--- src/rtl/tmr_pkg.sv ---
// Package: shared defaults and reset-value helpers for the timer counter unit.
// Assumes: the unit index only selects reset values and no behaviour.
package tmr_pkg;
    localparam int DEF_HI_W    = 20;
    localparam int DEF_LO_W    = 32;
    localparam int DEF_N_CORES = 2;

    // Reset value of the work enable for a given unit index.
    function automatic logic rst_work_en(input int unit_id);
        return (unit_id == 0);
    endfunction

    // Reset value of each stall mask bit for a given unit index.
    function automatic logic rst_mask_bit(input int unit_id);
        return (unit_id != 0);
    endfunction
endpackage

--- src/rtl/tmr_run_gate.sv ---
// Module: holds the work enable and the per-core stall mask, and produces the
// count-permission signal.
// Assumes: cfg_wr is a one-cycle strobe. Stored values apply from the next cycle.
module tmr_run_gate
    import tmr_pkg::*;
#(
    parameter int N_CORES = DEF_N_CORES,
    parameter int UNIT_ID = 0
) (
    input  logic               clk,
    input  logic               rst_n,
    input  logic               cfg_wr,
    input  logic               cfg_work_en,
    input  logic [N_CORES-1:0] cfg_stall_mask,
    input  logic [N_CORES-1:0] core_stall,
    output logic [N_CORES-1:0] stall_mask_q,
    output logic               run
);
    logic               work_q;
    logic [N_CORES-1:0] stall_hit;

    // Configuration storage, with reset values chosen by the unit index.
    always_ff @(posedge clk) begin
        if (!rst_n) begin
            work_q       <= rst_work_en(UNIT_ID);
            stall_mask_q <= {N_CORES{rst_mask_bit(UNIT_ID)}};
        end else if (cfg_wr) begin
            work_q       <= cfg_work_en;
            stall_mask_q <= cfg_stall_mask;
        end
    end

    // One qualifier per core: the stall counts only when its mask bit is set.
    for (genvar c = 0; c < N_CORES; c++) begin : g_core
        assign stall_hit[c] = core_stall[c] & stall_mask_q[c];
    end

    // Count permission.
    always_comb run = work_q & ~(|stall_hit);
endmodule

--- src/rtl/tmr_count_core.sv ---
// Module: the wide up-counter, with a preset load that takes priority over
// counting.
// Assumes: the wrap at the top of the range is silent.
module tmr_count_core #(
    parameter int CNT_W = 52
) (
    input  logic             clk,
    input  logic             rst_n,
    input  logic             load,
    input  logic [CNT_W-1:0] load_val,
    input  logic             run,
    output logic [CNT_W-1:0] count
);
    // Counter register: load first, then increment while permitted.
    always_ff @(posedge clk) begin
        if (!rst_n)    count <= '0;
        else if (load) count <= load_val;
        else if (run)  count <= count + 1'b1;
    end

    // a load lands at the next edge.
    a_r2_load_lands: assert property (@(posedge clk) disable iff (!rst_n)
        load |=> (count == $past(load_val)));
    // a running cycle adds exactly one, modulo the width.
    a_r7_step_one: assert property (@(posedge clk) disable iff (!rst_n)
        (!load && run) |=> (count == $past(count) + 1'b1));
    // no load and no permission means the count holds.
    a_r8_hold: assert property (@(posedge clk) disable iff (!rst_n)
        (!load && !run) |=> $stable(count));
endmodule

--- src/rtl/tmr_snapshot.sv ---
// Module: captures the count one cycle after an update request and manages
// the valid flag.
// Assumes: update requests are one-cycle strobes. A request clears the flag
// at once, and the flag returns with the capture.
module tmr_snapshot #(
    parameter int CNT_W = 52
) (
    input  logic             clk,
    input  logic             rst_n,
    input  logic             update,
    input  logic [CNT_W-1:0] count,
    output logic [CNT_W-1:0] snap,
    output logic             valid
);
    logic pend;

    // Request pipeline: remember that a capture is due on the next edge.
    always_ff @(posedge clk) begin
        if (!rst_n) pend <= 1'b0;
        else        pend <= update;
    end

    // Capture register and valid flag. A new request clears the flag first.
    always_ff @(posedge clk) begin
        if (!rst_n) begin
            snap  <= '0;
            valid <= 1'b0;
        end else begin
            if (pend) snap <= count;
            if (update)    valid <= 1'b0;
            else if (pend) valid <= 1'b1;
        end
    end

    // a request drops the flag at the next edge.
    a_r4_valid_drop: assert property (@(posedge clk) disable iff (!rst_n)
        update |=> !valid);
    // a pending capture with no new request raises the flag.
    a_r5_valid_rise: assert property (@(posedge clk) disable iff (!rst_n)
        (pend && !update) |=> valid);
    // the capture takes the count present in the cycle after the request.
    a_r3_capture: assert property (@(posedge clk) disable iff (!rst_n)
        pend |=> (snap == $past(count)));
    // with no request and no capture due, the flag holds.
    a_r5_valid_keep: assert property (@(posedge clk) disable iff (!rst_n)
        (!pend && !update) |=> $stable(valid));
endmodule

--- src/rtl/tmr_snap_unit.sv ---
// Module: top of one timer counting unit. It joins the run gate, the counter
// and the snapshot logic, and splits the snapshot into high and low words.
// Assumes: all strobes are synchronous to clk and one cycle wide.
module tmr_snap_unit
    import tmr_pkg::*;
#(
    parameter int HI_W    = DEF_HI_W,
    parameter int LO_W    = DEF_LO_W,
    parameter int N_CORES = DEF_N_CORES,
    parameter int UNIT_ID = 0
) (
    input  logic               clk,
    input  logic               rst_n,
    input  logic [HI_W-1:0]    load_hi,
    input  logic [LO_W-1:0]    load_lo,
    input  logic               load_stb,
    input  logic               update_stb,
    input  logic               cfg_wr,
    input  logic               cfg_work_en,
    input  logic [N_CORES-1:0] cfg_stall_mask,
    input  logic [N_CORES-1:0] core_stall,
    output logic [HI_W-1:0]    value_hi,
    output logic [LO_W-1:0]    value_lo,
    output logic               value_valid
);
    localparam int CNT_W = HI_W + LO_W;

    logic               run;
    logic [N_CORES-1:0] stall_mask_q;
    logic [CNT_W-1:0]   count;
    logic [CNT_W-1:0]   snap;

    tmr_run_gate #(.N_CORES(N_CORES), .UNIT_ID(UNIT_ID)) u_gate (
        .clk(clk), .rst_n(rst_n), .cfg_wr(cfg_wr), .cfg_work_en(cfg_work_en),
        .cfg_stall_mask(cfg_stall_mask), .core_stall(core_stall),
        .stall_mask_q(stall_mask_q), .run(run)
    );

    tmr_count_core #(.CNT_W(CNT_W)) u_count (
        .clk(clk), .rst_n(rst_n), .load(load_stb),
        .load_val({load_hi, load_lo}), .run(run), .count(count)
    );

    tmr_snapshot #(.CNT_W(CNT_W)) u_snap (
        .clk(clk), .rst_n(rst_n), .update(update_stb), .count(count),
        .snap(snap), .valid(value_valid)
    );

    // Word split of the read-back value.
    always_comb begin
        value_hi = snap[CNT_W-1:LO_W];
        value_lo = snap[LO_W-1:0];
    end

    // a masked stall with no load freezes the counter.
    a_r9_masked_stall: assert property (@(posedge clk) disable iff (!rst_n)
        (!load_stb && |(core_stall & stall_mask_q)) |=> $stable(count));
    // load together with update gives the loaded value in the snapshot.
    a_r6_load_wins: assert property (@(posedge clk) disable iff (!rst_n)
        (load_stb && update_stb) |=> ##1 (snap == $past({load_hi, load_lo}, 2)));
endmodule

--- config.mk ---
export PLATFORM = sky130hd
export DESIGN_NAME = tmr_snap_unit
export DESIGN_NICKNAME = d
export VERILOG_FILES = /design/src/rtl/tmr_pkg.sv /design/src/rtl/tmr_run_gate.sv /design/src/rtl/tmr_count_core.sv /design/src/rtl/tmr_snapshot.sv /design/src/rtl/tmr_snap_unit.sv
export SDC_FILE = /design/constraint.sdc
export NUM_CORES = 1
export LEC_CHECK = 0
export ABC_CLOCK_PERIOD_IN_PS = 5000
export BUFFER_PORTS_ARGS = -buffer_cell sky130_fd_sc_hd__clkbuf_2
export CORE_UTILIZATION = 55
export DETAILED_ROUTE_END_ITERATION = 10
export GPL_TIMING_DRIVEN = 0
export MAX_ROUTING_LAYER = met4
export PLACE_DENSITY = 0.87
export SYNTH_ARGS = -nofsm -noshare
export SYNTH_HDL_FRONTEND = slang
export SYNTH_SLANG_ARGS = --single-unit
--- constraint.sdc ---
create_clock -name clk -period 5 [get_ports clk]
set_clock_uncertainty 0.05 [all_clocks]
set_input_delay 1 -clock clk [delete_from_list [all_inputs] [get_ports clk]]
set_output_delay 1 -clock clk [all_outputs]
set_load 0.01 [all_outputs]
==> results of run 1 <==
## state kept, by name, summed over array words and instances (netlist names)
register / flops
u_gate.work_q: 1
u_snap.valid: 1
u_count.count: 52
u_gate.stall_mask_q: 2
u_snap.pend: 1
u_snap.snap: 52
## placed cells by master (no fill, tap or decap), types with 3 or more instances in the layout
| master | count |
|---|---|
| sky130_fd_sc_hd__xnor2_1 | 20 |
| sky130_fd_sc_hd__mux2i_1 | 56 |
| sky130_fd_sc_hd__and2_1 | 9 |
| sky130_fd_sc_hd__o21ai_0 | 47 |
| sky130_fd_sc_hd__nor2_1 | 15 |
| sky130_fd_sc_hd__nand3_1 | 23 |
| sky130_fd_sc_hd__nor2b_1 | 54 |
| sky130_fd_sc_hd__buf_1 | 3 |
| sky130_fd_sc_hd__nand2_1 | 36 |
| sky130_fd_sc_hd__dfxtp_1 | 109 |
| sky130_fd_sc_hd__nand4_2 | 3 |
| sky130_fd_sc_hd__nor4_1 | 5 |
| sky130_fd_sc_hd__clkbuf_8 | 10 |
| sky130_fd_sc_hd__nand4_1 | 13 |
| sky130_fd_sc_hd__inv_1 | 6 |
| sky130_fd_sc_hd__or3_1 | 3 |
| sky130_fd_sc_hd__xor2_1 | 25 |
| sky130_fd_sc_hd__clkbuf_1 | 25 |
| sky130_fd_sc_hd__o211a_1 | 5 |
| sky130_fd_sc_hd__a21oi_1 | 38 |
| sky130_fd_sc_hd__nor3_1 | 11 |
| sky130_fd_sc_hd__and3_1 | 6 |
| sky130_fd_sc_hd__clkbuf_2 | 112 |
## area by class of cell
| type | count | area (um^2) | area share |
|---|---|---|---|
| flip-flops and latches | 109 | 2182 | 0.3701 |
| clock inverters | 5 | 60.06 | 0.01019 |
| clock buffers | 10 | 137.6 | 0.02334 |
| inverters | 7 | 26.28 | 0.004457 |
| well taps | 108 | 135.1 | 0.02292 |
| multi-input cells | 397 | 2661 | 0.4514 |
| repair buffers | 112 | 560.5 | 0.09508 |
| plain buffers | 31 | 132.6 | 0.02250 |
## final timing paths
| path | slack (ns) | endpoint | start |
|---|---|---|---|
| max reg2reg | 2.44 | u_count.count[36] | u_count.count[0] |
| max | 2.29 | u_count.count[49] | core_stall[0] |
| min reg2reg | 0.44 | u_gate.work_q | u_gate.work_q |
| min | 0.44 | u_gate.work_q | u_gate.work_q |
## logic make-up after synthesis
| kind of cell | Yosys count | share of synthesized area |
|---|---|---|
| flip-flops | 109 | 0.4362 |
| buffers and inverters | 38 | 0.03176 |
| adder cells (fa/ha/maj) | 1 | 0.002501 |
| multiplexers | 56 | 0.1121 |
| AO/OA/AOI/OAI | 100 | 0.1103 |
| XOR/XNOR | 45 | 0.07879 |
| AND/OR/NAND/NOR | 195 | 0.2284 |
## metal layers
| metal | track usage | vias to the layer above | share of wire |
|---|---|---|---|
| met5 | - | - | 0 |
| met4 | 0.1086 | 0 | 0.022 |
| met3 | 0.03309 | 28 | 0.047 |
| met2 | 0.4228 | 140 | 0.47 |
| met1 | 0.3495 | 2040 | 0.46 |
| li1 | - | 2133 | - |
## power by group through the flow
stage               clock network (mW)  logic, mW  registers, mW
floorplan                            0      0.118          0.974
global placement                     0      0.182          0.978
detailed placement                   0      0.189          0.980
CTS                              0.541      0.190          0.961
global route                     0.574      0.212          0.968
finish                           0.545      0.191          0.962
## stage by stage
step / worst slack [ns] / cell area (um^2) / util / hold slack [ns]
after global placement: 2.001 / 5698 / 0.6502 / 0.3956
after global routing: 2.174 / 5896 / 0.6728 / 0.4751
after detailed placement: 1.917 / 5698 / 0.6502 / 0.4173
after CTS: 2.299 / 5896 / 0.6728 / 0.4406
final: 2.286 / 5896 / 0.6728 / 0.4373
after floorplan: 2.376 / 5002 / - / 0.3838
## worst reg2reg max path, cell delays in order, from the launching register on
cell	delay (ns)
sky130_fd_sc_hd__dfxtp_1	0.42
sky130_fd_sc_hd__ha_1	0.17
sky130_fd_sc_hd__a21boi_0	0.44
sky130_fd_sc_hd__nand3_1	0.30
sky130_fd_sc_hd__nor4_4	0.41
sky130_fd_sc_hd__nand2_1	0.18
sky130_fd_sc_hd__or3_1	0.36
sky130_fd_sc_hd__a31oi_1	0.16
==> summary.md, run 1 <==
| Metric | Value |
|---|---|
| Result of the run | finished clean |
| Power share of the sequential group | 0.567 |
| Number of flip-flops and latches in the synthesized netlist | 109 |
| Cell count of the worst hold path | 2 |
| Total nets after synthesis | about 610 |
| Final Instance Count excl. Fillers | 779 |
| Final-report max-slew violation count | 0 |
| Die outline height | between 90 and 100 um |
| Starting density of the core | 0.5708 |
| Final critical-path share of the clock period | 0.5428 |
| Later-pin clock latency in the skew report | 0.37 ns |
| Pint | 1.250 mW |
| Number of CTS-inserted buffers | 9 |
| Gr usage total | 0.2677 |
| Fill cell instance count of the final layout | 690 |
| CTS Root Cell | sky130_fd_sc_hd__clkbuf_8 |
| Worst-margin pin slew | 0.7328 ns |
| Gates resized, CTS repair | 0 |
| RSZ-0062 raised after global routing | false |
| Synth top area share | 0.4362 |
| Count of cell types in the netlist | between 40 and 50 |
| Hold Violations, Final | 0 |
| Prevailing post-synth register cell | sky130_fd_sc_hd__dfxtp_1 |
| Area Overhead vs Synth | 17.86% |
| Most repeated cell in the gate-level netlist after synthesis | sky130_fd_sc_hd__dfxtp_1 |
| Share of flip-flops with an asynchronous set or reset after synthesis | 0 |
| Cell Area, Synth | 5002 um^2 |
| Switching share of power | 0.2641 |
| Total negative slack | 0 ns |
| Final #Nets | 730 |
| Number of antenna diodes | 0 |
| Total number of H-tree levels | 3 |
| Hold_buf cts | 0 |
| Minimum clock period | 2.714 ns |
| Chip Width | 97.37 um |
| VDD IR-drop max | 0.0001592 V |
| Placed Instances | 764 |
| Remaining global-route overflow | 0 |
| Fmax achieved | 368.5 MHz |
| Post-DR vias/cell | 5.573 |
| Max_slew headroom | 0.5094 |
| Type of the worst min-delay path | reg -> reg |
| Setup fix buffers added after clock tree synthesis | 0 |
| Routed wire length | 12.18 mm |
| CTS tree | yes |
| Cell row count | 34 |
| Top post-synthesis cells by area | sky130_fd_sc_hd__dfxtp_1 44%, sky130_fd_sc_hd__mux2i_1 11%, sky130_fd_sc_hd__nor2b_1 6.8%, sky130_fd_sc_hd__o21ai_0 4.7%, sky130_fd_sc_hd__xor2_1 4.4% |
| Cell taking the most area after synthesis | sky130_fd_sc_hd__dfxtp_1 |
| Sum of internal, switching and leakage power | 1.698 mW |
| Share of post-route cells with drive strength above 1 | 0.2176 |
| Count of max-cap constraint violations | 0 |
| Detailed placement HPWL | 9.193 mm |
| Sequential area share after synthesis | 0.4362 |
| Final routed DRC violation total | 0 |
| Count of vias placed by the detailed router | around 4,300 |
| Switching power of the nets | 448.4 uW |
| Crit. path cell count | 7 |
| Critical path start-end classification | in -> reg |
| Total buffers and inverters traversed by the critical path | 1 |
| Number of clock sinks | approximately 110 |
| Vias in the first global route | about 4,300 |
| Core Box Area | 8763 um^2 |
| Drt pass-1 iters | 5 |
| Routability cong. | around 0.9 |
| Port Buffers | 112 |
| Critical Path, Cell by Cell | clkbuf_2 > a21boi_2 > nand4_2 > nor4b_4 > nand4_1 > xor2_1 > a21oi_1 |
| Count of mapped cells out of synthesis | 544 |
| Endpoint class of the critical path | flop |
| Commonest cells in the synthesized netlist | 109 x sky130_fd_sc_hd__dfxtp_1, 56 x sky130_fd_sc_hd__mux2i_1, 54 x sky130_fd_sc_hd__nor2b_1 |
| Delay of the slowest critical-path stage | 0.73 ns |
| Mean Syn Cell Area | 9.195 um^2 |
| Die Area | about 9500 um^2 |
| Number of antenna violations at the first check in global routing | 0 |
| Top Family by Delay on Critical Path | simple AND/OR/NAND/NOR gates |
| Proportion of power drawn by the clock network | 0.321 |
| Required time at the worst-slack endpoint | 5.25 ns |
| Startpoint kind of the worst setup timing path | input pin |
| Length in cells of the worst reg-to-reg path | 7 |
| Power per standard cell area | 288.0 nW/um^2 |
| Initial DRC count | 237 |
| Leak Pwr | 2.361 nW |
| Worst-path maximum fanout | 10 |
| Largest buffer count on any clock path | 2 |
| Maximum number of pins on one net before global-route repair | 18 |
| Number of setup violations in the final report | 0 |
| Synthesis warning total | 0 |
| Number of top-level pins | 115 |
| Number of routed nets with antenna violations | 0 |
| Cell at the slowest stage of the critical path | sky130_fd_sc_hd__nor4b_4 |
| EDFF count, synth | 0 |
| First-pass GRT wire length | 20.08 mm |
| Combinational power share | 0.112 |
| Wire length per cell after detailed routing | ~16 um |
| WP data arrival | a little under 3 ns |
| Post-CTS clock slew at the launch and capture registers of the worst setup and hold paths | 0.09 ns |
Note: power is estimated with default switching activity, not from simulation.
==> run 2: changes to the inputs <==
Settings changed: ABC_CLOCK_PERIOD_IN_PS 5000 to 2650, CORE_UTILIZATION 55 to 54, PLACE_DENSITY 0.87 to 0.86.
Clock period 5 ns to 2.65 ns, I/O delays scaled along.
==> run 2 against run 1 <==
The flow now finishes with violations (DRC); wire length rose by 2.9%; sequential share of layout area shrank 0.19 points; die area up 1.8%; critical path type is now reg -> reg.
==> summary.md, run 2 (synthesis results as in run 1) <==
| Metric | Value |
|---|---|
| CP most frequent cell | sky130_fd_sc_hd__nand4_1 |
| Capture point of the critical path | u_count.count[49] |
| VDD IR-drop max | roughly 0.00032 V |
| Endpoint class of the critical path | flop |
| Later-pin clock latency in the skew report | 0.38 ns |
| Initial DRC count | 394 |
| Final-report max-slew violation count | 0 |
| Crit. path cell count | 7 |
| Hold Violations, Final | 0 |
| Number of setup violations in the final report | 0 |
| Vias in the first global route | ~4,200 |
| Area Overhead vs Synth | 18.46% |
| Largest buffer count on any clock path | 2 |
| Maximum number of pins on one net before global-route repair | 19 |
| Total negative slack | 0 ns |
| Number of CTS-inserted buffers | 9 |
| Length in cells of the worst reg-to-reg path | 7 |
| R2R Path End | u_count.count[49] |
| Total number of H-tree levels | 3 |
| Starting density of the core | 0.5653 |
| Final routed DRC violation total | 7 |
| Post-CTS clock slew at the launch and capture registers of the worst setup and hold paths | 0.11 ns |
| Reg2reg start | u_count.count[8] |
| Count of max-cap constraint violations | 0 |
| Chip Width | 98.25 um |
| Total buffers and inverters traversed by the critical path | 1 |
| Detailed placement HPWL | 9.348 mm |
| Worst-path maximum fanout | 10 |
| Setup ws final | 0.2138 ns |
| Count of vias placed by the detailed router | 4,424 |
| Max_slew headroom | 0.5265 |
| Fill cell instance count of the final layout | 715 |
| RSZ-0062 raised after global routing | false |
| Gr usage total | 0.2708 |
| Worst-margin pin slew | 0.7103 ns |
| Die Area | approximately 9700 um^2 |
| Wire length per cell after detailed routing | 15.98 um |
| Number of clock sinks | 109 |
| WP data arrival | roughly 2.6 ns |
| Cell at the slowest stage of the critical path | sky130_fd_sc_hd__nor4b_4 |
| Die outline height | 98.25 um |
| Final critical-path share of the clock period | 0.9193 |
| Remaining global-route overflow | 0 |
| Delay of the slowest critical-path stage | 0.66 ns |
| Fmax achieved | 410.5 MHz |
| Utilization of the core after routing | 0.6697 |
| Hold_buf cts | 0 |
| Start point of the critical path | u_count.count[8] |
| CTS Root Cell | sky130_fd_sc_hd__clkbuf_8 |
| Critical Path, Cell by Cell | and4_1 > buf_6 > nand4_1 > nor4b_4 > nand4_1 > xor2_1 > a21oi_1 |
| Minimum clock period | approximately 2.4 ns |
| Standard cell area after detailed placement | 5698 um^2 |
| Result of the run | finished, violations left |
| Number of routed nets with antenna violations | 0 |
| First-pass GRT wire length | 20.32 mm |
| Type of the worst min-delay path | in -> reg |
| Failing checks | DRC |
| Final #Nets | around 730 |
| Top Family by Delay on Critical Path | simple AND/OR/NAND/NOR gates |
| Leak Pwr | 2.385 nW |
| Drt pass-1 iters | 11 |
| Critical path start-end classification | reg -> reg |
| Most common library cell in the layout ignoring fill and taps | sky130_fd_sc_hd__clkbuf_2 |
| Startpoint kind of the worst setup timing path | flop |
| Port Buffers | 112 |
| Core Box Area | 8848 um^2 |
| Cell row count | 34 |
| Number of top-level pins | 115 |
| Share of post-route cells with drive strength above 1 | 0.2234 |
| CTS tree | yes |
| Registers with the highest flip-flop counts | u_count.count: 52 flops, u_snap.snap: 52 flops, u_gate.stall_mask_q: 2 flops |
| Routability cong. | 0.9172 |
| Number of antenna violations at the first check in global routing | 0 |
| Register-to-register setup slack | between 0.2 and 0.25 ns |
| Post-DR vias/cell | between 5 and 6 |
| Area of all placed cells without fillers | 5926 um^2 |
| Pre-CTS setup slack | 0.02833 ns |
| Number of antenna diodes | 0 |
| Power per standard cell area | 540.8 nW/um^2 |
| Routed wire length | 12.53 mm |
| Required time at the worst-slack endpoint | approximately 2.8 ns |
| Commonest cells after routing, fill and taps aside | 112 x sky130_fd_sc_hd__clkbuf_2, 109 x sky130_fd_sc_hd__dfxtp_1, 56 x sky130_fd_sc_hd__mux2i_1, 54 x sky130_fd_sc_hd__nor2b_1, 47 x sky130_fd_sc_hd__o21ai_0 |
[run 2: per-layer routing]
layer	up-vias	GRT usage	share of wire	routed length, um
met4	0	0.1102	0.029	364
li1	2137	-	-	-
met1	2047	0.3414	0.43	5396
met3	36	0.03651	0.063	786
met2	204	0.4388	0.48	5981
met5	-	-	0	0
[run 2: where the power goes]
group          internal [mW]  leakage, nW  switching (mW)  total [mW]
clock                  0.443        0.100           0.583        1.03
combinational          0.173         1.39           0.189       0.362
sequential              1.72        0.895          0.0942        1.82
[run 2: per-stage QoR]
stage	hold slack, ns	instances	power (mW)
final	0.2621	784	3.204
after global routing	0.2715	784	3.333
after CTS	0.2645	780	3.207
after detailed placement	0.4072	764	2.209
after global placement	0.3984	764	2.188
after floorplan	0.3838	544	2.060
[run 2: what timing repair did]
item | in CTS | in global routing
setup buffers | 0 | 4
endpoints found under the setup margin | 0 | 4
gates resized for setup | 0 | 1
endpoints found under the hold margin | 0 | 0
[run 2: layout make-up]
| class | count | area [um^2] | area share |
|---|---|---|---|
| multi-input cells | 397 | 2661 | 0.4491 |
| well taps | 108 | 135.1 | 0.02280 |
| clock buffers | 9 | 123.9 | 0.02090 |
| clock inverters | 7 | 73.82 | 0.01246 |
| flip-flops and latches | 109 | 2182 | 0.3682 |
| repair buffers | 116 | 590.6 | 0.09966 |
| inverters | 7 | 26.28 | 0.004434 |
| plain buffers | 31 | 132.6 | 0.02238 |
[run 2: worst min-delay path by stage]
stage / depth (start not counted) / slack, ns / end / startpoint
global route: 2 / 0.27 / u_snap.valid / update_stb
finish: 2 / 0.26 / u_snap.valid / update_stb
floorplan: 2 / 0.38 / u_gate.work_q / u_gate.work_q
detailed placement: 2 / 0.41 / u_gate.work_q / u_gate.work_q
global placement: 2 / 0.40 / u_gate.work_q / u_gate.work_q
CTS: 2 / 0.26 / u_snap.valid / update_stb
